## src/rtl/dll_seq_pkg.sv

```systemverilog
// Shared constants and types for the DLL reset and lock sequencer.
// Assumes: the delay line decodes the bit positions listed here.
package dll_seq_pkg;

    // Positions in the main configuration word
    localparam int unsigned CFG_RST_BIT   = 30;
    localparam int unsigned CFG_PDN_BIT   = 29;
    localparam int unsigned CFG_FREQ_LSB  = 24;
    localparam int unsigned CFG_OUTEN_BIT = 18;
    localparam int unsigned CFG_EN_BIT    = 16;

    // Positions in the second configuration word
    localparam int unsigned CFG2_CLKOFF_BIT = 21;
    localparam int unsigned CFG2_RATIO_LSB  = 10;

    localparam int unsigned FREQ_CODE_W = 3;
    localparam int unsigned RATIO_W     = 8;
    localparam int unsigned NUM_BANDS   = 7;

    typedef logic [31:0] band_t;

    // Inclusive upper bound of bands 0..6; anything higher is band 7
    localparam band_t BAND_CEIL [NUM_BANDS] = '{
        32'd112_000_000, 32'd125_000_000, 32'd137_000_000, 32'd150_000_000,
        32'd162_000_000, 32'd175_000_000, 32'd187_000_000
    };

    typedef enum logic [3:0] {
        ST_IDLE,
        ST_PWRSAVE,
        ST_GATE,
        ST_RST,
        ST_PDN,
        ST_FREQ,
        ST_RATIO,
        ST_SETTLE,
        ST_REL_RST,
        ST_REL_PDN,
        ST_UNGATE,
        ST_EN,
        ST_OUTEN,
        ST_POLL
    } seq_state_e;

endpackage

```

## src/rtl/dll_freq_ladder.sv

```systemverilog
// Band code from the bus clock frequency.
// Each band bound is compared in parallel, and the code is the number of
// bounds exceeded. Since the bounds rise monotonically, the code saturates
// at 7 for every frequency above the top bound.
// Assumes: BAND_CEIL is strictly increasing.
module dll_freq_ladder
    import dll_seq_pkg::*;
#(
    parameter int unsigned HZ_W = 32
) (
    input  logic [HZ_W-1:0]        bus_hz_i,
    output logic [FREQ_CODE_W-1:0] code_o
);

    logic [NUM_BANDS-1:0] above;

    // One comparator per band bound
    for (genvar g = 0; g < NUM_BANDS; g++) begin : g_cmp
        assign above[g] = (64'(bus_hz_i) > 64'(BAND_CEIL[g]));
    end

    // Count of exceeded bounds gives the band code
    always_comb begin
        code_o = '0;
        for (int i = 0; i < NUM_BANDS; i++) begin
            code_o = code_o + FREQ_CODE_W'(above[i]);
        end
    end

    // Lowest band and saturation at the top
    always_comb begin
        if (64'(bus_hz_i) <= 64'd112_000_000) begin
            AST_LOW_BAND: assert (code_o == '0);
        end
        if (64'(bus_hz_i) > 64'd200_000_000) begin
            AST_TOP_SAT: assert (code_o == 3'd7);
        end
    end

endmodule

```

## src/rtl/dll_us_timer.sv

```systemverilog
// Microsecond pacing for the sequencer.
// While run_i is high, tick_o is high in the first cycle and then once
// every CYC_PER_US cycles. While run_i is low, the phase is held at zero.
// Assumes: CYC_PER_US >= 1.
module dll_us_timer #(
    parameter int unsigned CYC_PER_US = 100
) (
    input  logic clk,
    input  logic rst_n,
    input  logic run_i,
    output logic tick_o
);

    localparam int unsigned CNT_W = (CYC_PER_US > 1) ? $clog2(CYC_PER_US) : 1;
    localparam logic [CNT_W-1:0] LAST = CNT_W'(CYC_PER_US - 1);

    logic [CNT_W-1:0] phase_q;

    // Step the phase counter while running, hold it at zero otherwise
    always_ff @(posedge clk) begin
        if (!rst_n || !run_i) begin
            phase_q <= '0;
        end else if (phase_q == LAST) begin
            phase_q <= '0;
        end else begin
            phase_q <= phase_q + 1'b1;
        end
    end

    assign tick_o = run_i && (phase_q == '0);

    AST_PHASE_RANGE: assert property (@(posedge clk) disable iff (!rst_n)
        phase_q <= LAST);

endmodule

```

## src/rtl/dll_ratio_div.sv

```systemverilog
// Sequential restoring divider for the feedback multiplier.
// Produces one quotient bit per cycle and needs NUM_W cycles after start_i.
// The quotient saturates to all ones in Q_W bits. A zero divisor therefore
// saturates too.
// Assumes: start_i is not raised again while a division is in flight.
module dll_ratio_div #(
    parameter int unsigned NUM_W = 36,
    parameter int unsigned DEN_W = 32,
    parameter int unsigned Q_W   = 8
) (
    input  logic             clk,
    input  logic             rst_n,
    input  logic             start_i,
    input  logic [NUM_W-1:0] num_i,
    input  logic [DEN_W-1:0] den_i,
    output logic             valid_o,
    output logic [Q_W-1:0]   quo_o
);

    localparam int unsigned CNT_W = $clog2(NUM_W + 1);

    logic [DEN_W:0]   rem_q;
    logic [NUM_W-1:0] num_q;
    logic [NUM_W-1:0] quo_q;
    logic [DEN_W-1:0] den_q;
    logic [CNT_W-1:0] left_q;
    logic             active_q;
    logic             valid_q;

    logic [DEN_W:0]   trial;
    logic             fits;

    // Trial subtraction for the next quotient bit
    always_comb begin
        trial = {rem_q[DEN_W-1:0], num_q[NUM_W-1]};
        fits  = (trial >= {1'b0, den_q});
    end

    // Load operands on start, then shift one bit per cycle
    always_ff @(posedge clk) begin
        if (!rst_n) begin
            rem_q    <= '0;
            num_q    <= '0;
            quo_q    <= '0;
            den_q    <= '0;
            left_q   <= '0;
            active_q <= 1'b0;
            valid_q  <= 1'b0;
        end else begin
            valid_q <= 1'b0;
            if (start_i) begin
                rem_q    <= '0;
                num_q    <= num_i;
                quo_q    <= '0;
                den_q    <= den_i;
                left_q   <= CNT_W'(NUM_W);
                active_q <= 1'b1;
            end else if (active_q) begin
                rem_q  <= fits ? (trial - {1'b0, den_q}) : trial;
                quo_q  <= {quo_q[NUM_W-2:0], fits};
                num_q  <= {num_q[NUM_W-2:0], 1'b0};
                left_q <= left_q - 1'b1;
                if (left_q == CNT_W'(1)) begin
                    active_q <= 1'b0;
                    valid_q  <= 1'b1;
                end
            end
        end
    end

    assign valid_o = valid_q;
    assign quo_o   = (|quo_q[NUM_W-1:Q_W]) ? {Q_W{1'b1}} : quo_q[Q_W-1:0];

    AST_REM_BELOW_DEN: assert property (@(posedge clk) disable iff (!rst_n)
        active_q && (den_q != '0) |-> (rem_q < {1'b0, den_q}));

    AST_ONE_VALID: assert property (@(posedge clk) disable iff (!rst_n)
        valid_q |=> !valid_q);

endmodule

```

## src/rtl/dll_lock_seq.sv

```systemverilog
// DLL reset and lock sequencer (top).
// On start_i it latches the frequencies and the mode. It then steps
// through power-save off, an optional clock gating step, reset and
// power-down assertion, band code programming, an optional multiplier
// and settle phase, release of reset then power-down, optional clock
// ungating, loop enable, output enable, and paced lock polling.
// Assumes: lock_i is synchronous to clk; the delay line decodes the words.
module dll_lock_seq
    import dll_seq_pkg::*;
#(
    parameter int unsigned HZ_W       = 32,
    parameter int unsigned CLK_PER_US = 100,
    parameter int unsigned POLL_LIMIT = 50,
    parameter int unsigned SETTLE_US  = 5
) (
    input  logic            clk,
    input  logic            rst_n,
    input  logic            start_i,
    input  logic [HZ_W-1:0] bus_hz_i,
    input  logic            gate_mode_i,
    input  logic [HZ_W-1:0] ref_hz_i,
    input  logic            fll_x8_i,
    input  logic            lock_i,
    output logic            pwrsave_o,
    output logic [31:0]     dll_cfg_o,
    output logic [31:0]     dll_cfg2_o,
    output logic            done_o,
    output logic            timeout_o
);

    localparam int unsigned NUM_W   = HZ_W + 4;
    localparam int unsigned CHK_MAX = (POLL_LIMIT > SETTLE_US) ? POLL_LIMIT : SETTLE_US;
    localparam int unsigned CHK_W   = $clog2(CHK_MAX + 1);
    localparam logic [CHK_W-1:0] POLL_LAST  = CHK_W'(POLL_LIMIT - 1);
    localparam logic [CHK_W-1:0] SETTLE_END = CHK_W'(SETTLE_US);

    seq_state_e state_q;

    logic [HZ_W-1:0]        bus_q;
    logic [HZ_W-1:0]        ref_q;
    logic                   gate_q;
    logic                   x8_q;
    logic                   pwrsave_q;
    logic                   rst_q;
    logic                   pdn_q;
    logic                   en_q;
    logic                   oe_q;
    logic                   clkoff_q;
    logic [FREQ_CODE_W-1:0] freq_q;
    logic [RATIO_W-1:0]     ratio_q;
    logic                   done_q;
    logic                   to_q;
    logic [CHK_W-1:0]       chk_q;

    logic [FREQ_CODE_W-1:0] band_code;
    logic                   timer_run;
    logic                   us_tick;
    logic                   div_go;
    logic                   div_valid;
    logic [RATIO_W-1:0]     div_quo;
    logic [NUM_W-1:0]       div_num;

    dll_freq_ladder #(
        .HZ_W (HZ_W)
    ) u_ladder (
        .bus_hz_i (bus_q),
        .code_o   (band_code)
    );

    // Pacing runs only while settling or polling
    assign timer_run = (state_q == ST_SETTLE) || (state_q == ST_POLL);

    dll_us_timer #(
        .CYC_PER_US (CLK_PER_US)
    ) u_timer (
        .clk    (clk),
        .rst_n  (rst_n),
        .run_i  (timer_run),
        .tick_o (us_tick)
    );

    // Rounded numerator: bus times 8 or 4, plus half the reference
    always_comb begin
        div_num = (x8_q ? (NUM_W'(bus_q) << 3) : (NUM_W'(bus_q) << 2))
                  + NUM_W'(ref_q >> 1);
    end

    assign div_go = (state_q == ST_FREQ) && gate_q;

    dll_ratio_div #(
        .NUM_W (NUM_W),
        .DEN_W (HZ_W),
        .Q_W   (RATIO_W)
    ) u_div (
        .clk     (clk),
        .rst_n   (rst_n),
        .start_i (div_go),
        .num_i   (div_num),
        .den_i   (ref_q),
        .valid_o (div_valid),
        .quo_o   (div_quo)
    );

    // Step the sequence one action per cycle and hold the control bits
    always_ff @(posedge clk) begin
        if (!rst_n) begin
            state_q   <= ST_IDLE;
            bus_q     <= '0;
            ref_q     <= '0;
            gate_q    <= 1'b0;
            x8_q      <= 1'b0;
            pwrsave_q <= 1'b1;
            rst_q     <= 1'b0;
            pdn_q     <= 1'b0;
            en_q      <= 1'b0;
            oe_q      <= 1'b0;
            clkoff_q  <= 1'b0;
            freq_q    <= '0;
            ratio_q   <= '0;
            done_q    <= 1'b0;
            to_q      <= 1'b0;
            chk_q     <= '0;
        end else begin
            done_q <= 1'b0;
            to_q   <= 1'b0;
            if (!timer_run) begin
                chk_q <= '0;
            end
            case (state_q)
                ST_IDLE: begin
                    if (start_i) begin
                        bus_q   <= bus_hz_i;
                        ref_q   <= ref_hz_i;
                        gate_q  <= gate_mode_i;
                        x8_q    <= fll_x8_i;
                        state_q <= ST_PWRSAVE;
                    end
                end
                ST_PWRSAVE: begin
                    pwrsave_q <= 1'b0;
                    state_q   <= gate_q ? ST_GATE : ST_RST;
                end
                ST_GATE: begin
                    oe_q     <= 1'b0;
                    clkoff_q <= 1'b1;
                    state_q  <= ST_RST;
                end
                ST_RST: begin
                    rst_q   <= 1'b1;
                    state_q <= ST_PDN;
                end
                ST_PDN: begin
                    pdn_q   <= 1'b1;
                    state_q <= ST_FREQ;
                end
                ST_FREQ: begin
                    freq_q  <= band_code;
                    state_q <= gate_q ? ST_RATIO : ST_REL_RST;
                end
                ST_RATIO: begin
                    if (div_valid) begin
                        ratio_q <= div_quo;
                        state_q <= ST_SETTLE;
                    end
                end
                ST_SETTLE: begin
                    if (us_tick) begin
                        if (chk_q == SETTLE_END) begin
                            state_q <= ST_REL_RST;
                        end else begin
                            chk_q <= chk_q + 1'b1;
                        end
                    end
                end
                ST_REL_RST: begin
                    rst_q   <= 1'b0;
                    state_q <= ST_REL_PDN;
                end
                ST_REL_PDN: begin
                    pdn_q   <= 1'b0;
                    state_q <= gate_q ? ST_UNGATE : ST_EN;
                end
                ST_UNGATE: begin
                    freq_q   <= band_code;
                    clkoff_q <= 1'b0;
                    state_q  <= ST_EN;
                end
                ST_EN: begin
                    en_q    <= 1'b1;
                    state_q <= ST_OUTEN;
                end
                ST_OUTEN: begin
                    oe_q    <= 1'b1;
                    state_q <= ST_POLL;
                end
                ST_POLL: begin
                    if (us_tick) begin
                        if (lock_i) begin
                            done_q  <= 1'b1;
                            state_q <= ST_IDLE;
                        end else if (chk_q == POLL_LAST) begin
                            to_q    <= 1'b1;
                            state_q <= ST_IDLE;
                        end else begin
                            chk_q <= chk_q + 1'b1;
                        end
                    end
                end
                default: state_q <= ST_IDLE;
            endcase
        end
    end

    // Assemble the configuration words at their decoded positions
    always_comb begin
        dll_cfg_o = '0;
        dll_cfg_o[CFG_RST_BIT]   = rst_q;
        dll_cfg_o[CFG_PDN_BIT]   = pdn_q;
        dll_cfg_o[CFG_EN_BIT]    = en_q;
        dll_cfg_o[CFG_OUTEN_BIT] = oe_q;
        dll_cfg_o[CFG_FREQ_LSB +: FREQ_CODE_W] = freq_q;
        dll_cfg2_o = '0;
        dll_cfg2_o[CFG2_CLKOFF_BIT] = clkoff_q;
        dll_cfg2_o[CFG2_RATIO_LSB +: RATIO_W] = ratio_q;
    end

    assign pwrsave_o = pwrsave_q;
    assign done_o    = done_q;
    assign timeout_o = to_q;

    AST_PWRSAVE_FIRST: assert property (@(posedge clk) disable iff (!rst_n)
        (!$stable(dll_cfg_o) || !$stable(dll_cfg2_o)) |-> !pwrsave_o);

    AST_PDN_AFTER_RST: assert property (@(posedge clk) disable iff (!rst_n)
        $rose(dll_cfg_o[CFG_PDN_BIT]) |-> dll_cfg_o[CFG_RST_BIT]);

    AST_RST_OFF_FIRST: assert property (@(posedge clk) disable iff (!rst_n)
        $fell(dll_cfg_o[CFG_PDN_BIT]) |-> !dll_cfg_o[CFG_RST_BIT]);

    AST_EN_AFTER_RELEASE: assert property (@(posedge clk) disable iff (!rst_n)
        $rose(dll_cfg_o[CFG_EN_BIT]) |-> !dll_cfg_o[CFG_RST_BIT] && !dll_cfg_o[CFG_PDN_BIT]);

    AST_OUT_AFTER_EN: assert property (@(posedge clk) disable iff (!rst_n)
        $rose(dll_cfg_o[CFG_OUTEN_BIT]) |-> dll_cfg_o[CFG_EN_BIT]);

    AST_POLL_BOUND: assert property (@(posedge clk) disable iff (!rst_n)
        (state_q == ST_POLL) |-> (chk_q <= POLL_LAST));

    AST_DONE_NEEDS_LOCK: assert property (@(posedge clk) disable iff (!rst_n)
        done_o |-> $past(lock_i));

    AST_START_IGNORED: assert property (@(posedge clk) disable iff (!rst_n)
        (state_q != ST_IDLE) |=> $stable(bus_q) && $stable(gate_q));

    AST_GATE_BEFORE_RST: assert property (@(posedge clk) disable iff (!rst_n)
        $rose(dll_cfg_o[CFG_RST_BIT]) && gate_q
        |-> dll_cfg2_o[CFG2_CLKOFF_BIT] && !dll_cfg_o[CFG_OUTEN_BIT]);

    AST_UNGATE_AFTER_PDN: assert property (@(posedge clk) disable iff (!rst_n)
        $fell(dll_cfg2_o[CFG2_CLKOFF_BIT])
        |-> !dll_cfg_o[CFG_PDN_BIT] && !dll_cfg_o[CFG_RST_BIT]);

    AST_FLAGS_EXCL: assert property (@(posedge clk) disable iff (!rst_n)
        !(done_o && timeout_o));

    AST_DONE_PULSE: assert property (@(posedge clk) disable iff (!rst_n)
        done_o |=> !done_o);

    AST_TIMEOUT_PULSE: assert property (@(posedge clk) disable iff (!rst_n)
        timeout_o |=> !timeout_o);

endmodule

```

## config.mk

```make
export PLATFORM = sky130hd
export DESIGN_NAME = dll_lock_seq
export DESIGN_NICKNAME = d
export VERILOG_FILES = /design/src/rtl/dll_seq_pkg.sv /design/src/rtl/dll_freq_ladder.sv /design/src/rtl/dll_us_timer.sv /design/src/rtl/dll_ratio_div.sv /design/src/rtl/dll_lock_seq.sv
export SDC_FILE = /design/constraint.sdc
export NUM_CORES = 1
export LEC_CHECK = 0
export BUFFER_PORTS_ARGS = -buffer_cell sky130_fd_sc_hd__clkbuf_2
export CAP_MARGIN = 25
export CORE_MARGIN = 5
export CORE_UTILIZATION = 40
export DETAILED_ROUTE_END_ITERATION = 10
export PLACE_DENSITY = 0.54
export SYNTH_ARGS = -nofsm -noshare
export SYNTH_HDL_FRONTEND = slang
export SYNTH_SLANG_ARGS = --single-unit
```

## constraint.sdc

```tcl
create_clock -name clk -period 5.7 [get_ports clk]
set_input_delay 1.14 -clock clk [delete_from_list [all_inputs] [get_ports clk]]
set_output_delay 1.14 -clock clk [all_outputs]
set_load 0.005 [all_outputs]
```

==> results.yml <==
outcome:
  outcome: "complete, no violations"
cells_and_area:
  final_cells: 2361
  fillers: 3731
  area_delta_synth_final_pct: 9.68
  diodes: 0
  drive_gt1_frac: 0.116
  design_area_um2: 16400
  nets: 2015
job:
  cap_violations: 0
die:
  start_util: 0.407
  num_rows: 70
  die_x_um: 204
  core-area_um2: 36800
  num_io_pins: 137
  die_area_um2: 41400
  dieHeight_um: 204
routing:
  wirelength_mm: 38.8
  drtIter0Drc: 633
  dr.pass1.iters: 7
  wire_per_inst_um: 16.4
  route.met3.wl_mm: 1.17
  vias: 12700
  top_layer_used: "met4"
  drc_errors: 0
  vias_per_cell: 5.37
  route.met2.wl_mm: 18.2
  postRouteAntennaNets: 0
  wirelength_met1_mm: 18.3
logic_synthesis:
  synth-edff-count: 0
  synthArstFlopShare: 0
  synthFlopType: "dfxtp_1"
  yosysMostFrequentCell: "nand2_1"
  syn-cell-area_um2: 15000
  synth_top_cell_area_share: 0.329
  synthTopCellsByCount: "295 x nand2_1, 246 x dfxtp_1, 129 x nor2_1, 117 x a21oi_1, 109 x a21boi_0"
  yosys_warnings: 0
  ys_types: 85
  ys_seq_area_frac: 0.329
  postSynthCellCount: 1864
  syn_area_per_cell_um2: 8.04
  yosysTopAreaCell: "dfxtp_1"
  ys_top_cells_by_area: "dfxtp_1 33%, nand2_1 7.4%, ha_1 5.8%"
  ys_ff_latch: 246
clock_tree:
  clock-sinks: 246
  cts_root_buffer: "clkbuf_16"
  cts_setup_buffers: 0
  htree_num_levels: 1
  clk_path_buf_depth: 3
  cts_tree: "built"
  cts_inserted_buffers: 29
  cts-resized-gates: 0
  clock_latency_ps: 570
  clk_pin_slew_worst_paths_ps: 60
  holdBufCountCts: 0
place:
  post-place-cells: 2307
  pre_cts_ws_ps: 971
  place_area_um2: 15400
  gp_congestion: 0.881
  dp_hpwl_mm: 27.9
  io_buffers: 88
timing:
  rsz0062_at_grt: "false"
  slew_viol_final: 0
  skew_ps: 14.0
  post-route-min-period_ps: 4730
  layout_setup_ws_ps: 968
  max_freq_mhz: 211
  post-route-period-util: 0.830
  hold_viol_final: 0
  slew_headroom: 0.350
  worst_pin_slew_ps: 970
  setup_tns_ps: 0
  fin_hold_ws_ps: 443
  setup_viol: 0
critical_path:
  critPathLaunchType: "flop"
  cpPeakStageDelay_ps: 700
  worstPathArrival_ps: 5200
  cpLargestDelayFamily: "adder cells"
  crit_path_start: "bus_q[28]"
  r2r-start: "bus_q[28]"
  crit_chain: "or4_1 -> or4b_1 -> nor4b_1 -> a31oi_1 -> ha_1 -> inv_1 -> fa_1 -> inv_1 -> fa_1 -> ha_1 -> inv_1 -> fa_1 -> xor2_1 -> nor2_1 -> a21oi_1 -> nor2b_1"
  required_ps: 6170
  crit_path_end_kind: "flop"
  cp_slowest_cell: "or4_1"
  critical_path_class: "flop to flop"
  r2r_slack_ps: 970
  reg2reg_depth: 16
  cp_max_fo: 9
  r2r-end: "freq_q[2]"
  worst-path-buf-inv: 3
pwr:
  ir_drop_uv: 196
  p_comb_frac: 0.136
  power_density_nw_per_um2: 267
  leakage_nw: 6.91
  power.internal_w: 0.00317
  seqPwrFrac: 0.425
  netSwitchingFraction: 0.277
  power.switching_w: 0.00122
  power.share.clock: 0.439
grt:
  grt_pass1_wl_mm: 62.9
  grt_overflow: 0
  grt_start_max_net_pins: 95
  grt_pass1_vias: 12000
  grt.total_usage: 0.181
  antenna_found_initial: 0
min_path:
  holdCritPathClass: "flop to flop"
  holdPathStages: 2
  whs_endpoint: "pwrsave_o"
  hold_start: "pwrsave_o"
[placed cells by master, fill, tap and decap left out, drive strengths merged, types with 21 or more instances in the layout]
master  count
a21boi    111
a21o       27
a21oi     118
a31oi      25
and3       25
clkbuf    130
conb       48
dfxtp     246
ha         70
inv        72
mux2       39
mux2i      79
nand2     295
nand3      40
nor2      129
o21ai     106
xnor2      33
xor2       21
[cells by family after synthesis]
logic type	synth area share
buf+inv	0.0767
fa+ha+maj	0.0651
flops	0.329
simple gates	0.190
mux	0.0821
other cells	0.000250
compound gates	0.226
xor+xnor	0.0316
[power groups by stage]
| stage | Sequential [W] | Combinational [W] | Clock, W |
|---|---|---|---|
| after global routing | 0.00187 | 0.000678 | 0.00206 |
| after detailed placement | 0.00190 | 0.000604 | 0 |
| final | 0.00186 | 0.000598 | 0.00193 |
| after floorplan | 0.00184 | 0.000509 | 0 |
| after CTS | 0.00186 | 0.000606 | 0.00199 |
| after global placement | 0.00190 | 0.000597 | 0 |
[registers in the layout, indices dropped and copies added (netlist names)]
register         cells
u_div.num_q         36
u_div.quo_q         36
bus_q               32
ref_q               32
u_div.den_q         32
u_div.rem_q         32
ratio_q              8
u_timer.phase_q      7
chk_q                6
u_div.left_q         6
state_q              4
freq_q               3
clkoff_q             1
done_o               1
en_q                 1
gate_q               1
oe_q                 1
pdn_q                1
pwrsave_o            1
rst_q                1
timeout_o            1
u_div.active_q       1
u_div.valid_o        1
x8_q                 1
[worst max path at each step]
stage,end,slack (ps),depth (start not counted)
after detailed placement,freq_q[2],970,16
final,freq_q[2],970,16
after global routing,freq_q[2],640,16
after CTS,freq_q[2],960,16
after floorplan,freq_q[2],1190,18
after global placement,freq_q[2],1000,16
[routing by layer]
metal / track usage / vias up
li1: - / 6481
met3: 0.0248 / 65
met5: 0 / -
met4: 0.0516 / 0
met1: 0.243 / 5968
met2: 0.305 / 175
[final cells by class]
class	instances	area (µm²)	area share
Multi-Input combinational cell	1423	9100	0.554
Sequential cell	246	4930	0.300
Clock buffer	43	880	0.0535
Tap cell	468	586	0.0356
Timing Repair Buffer	99	546	0.0332
Inverter	71	267	0.0162
Clock inverter	11	120	0.00731
[worst reg2reg max path: cells and delay by family (launching register included)]
kind            cells  cell delay (ps)
compound gates      2              270
simple gates        5             1790
buf+inv             3              160
xor+xnor            1              140
fa+ha+maj           5             1890
flops               1              380
[per-stage QoR]
stage,util,total power [W]
after global placement,0.419,0.00250
after detailed placement,0.419,0.00251
after global routing,0.447,0.00461
after floorplan,-,0.00235
after CTS,0.447,0.00446
final,0.447,0.00439
(Power assumes the default switching activity.)
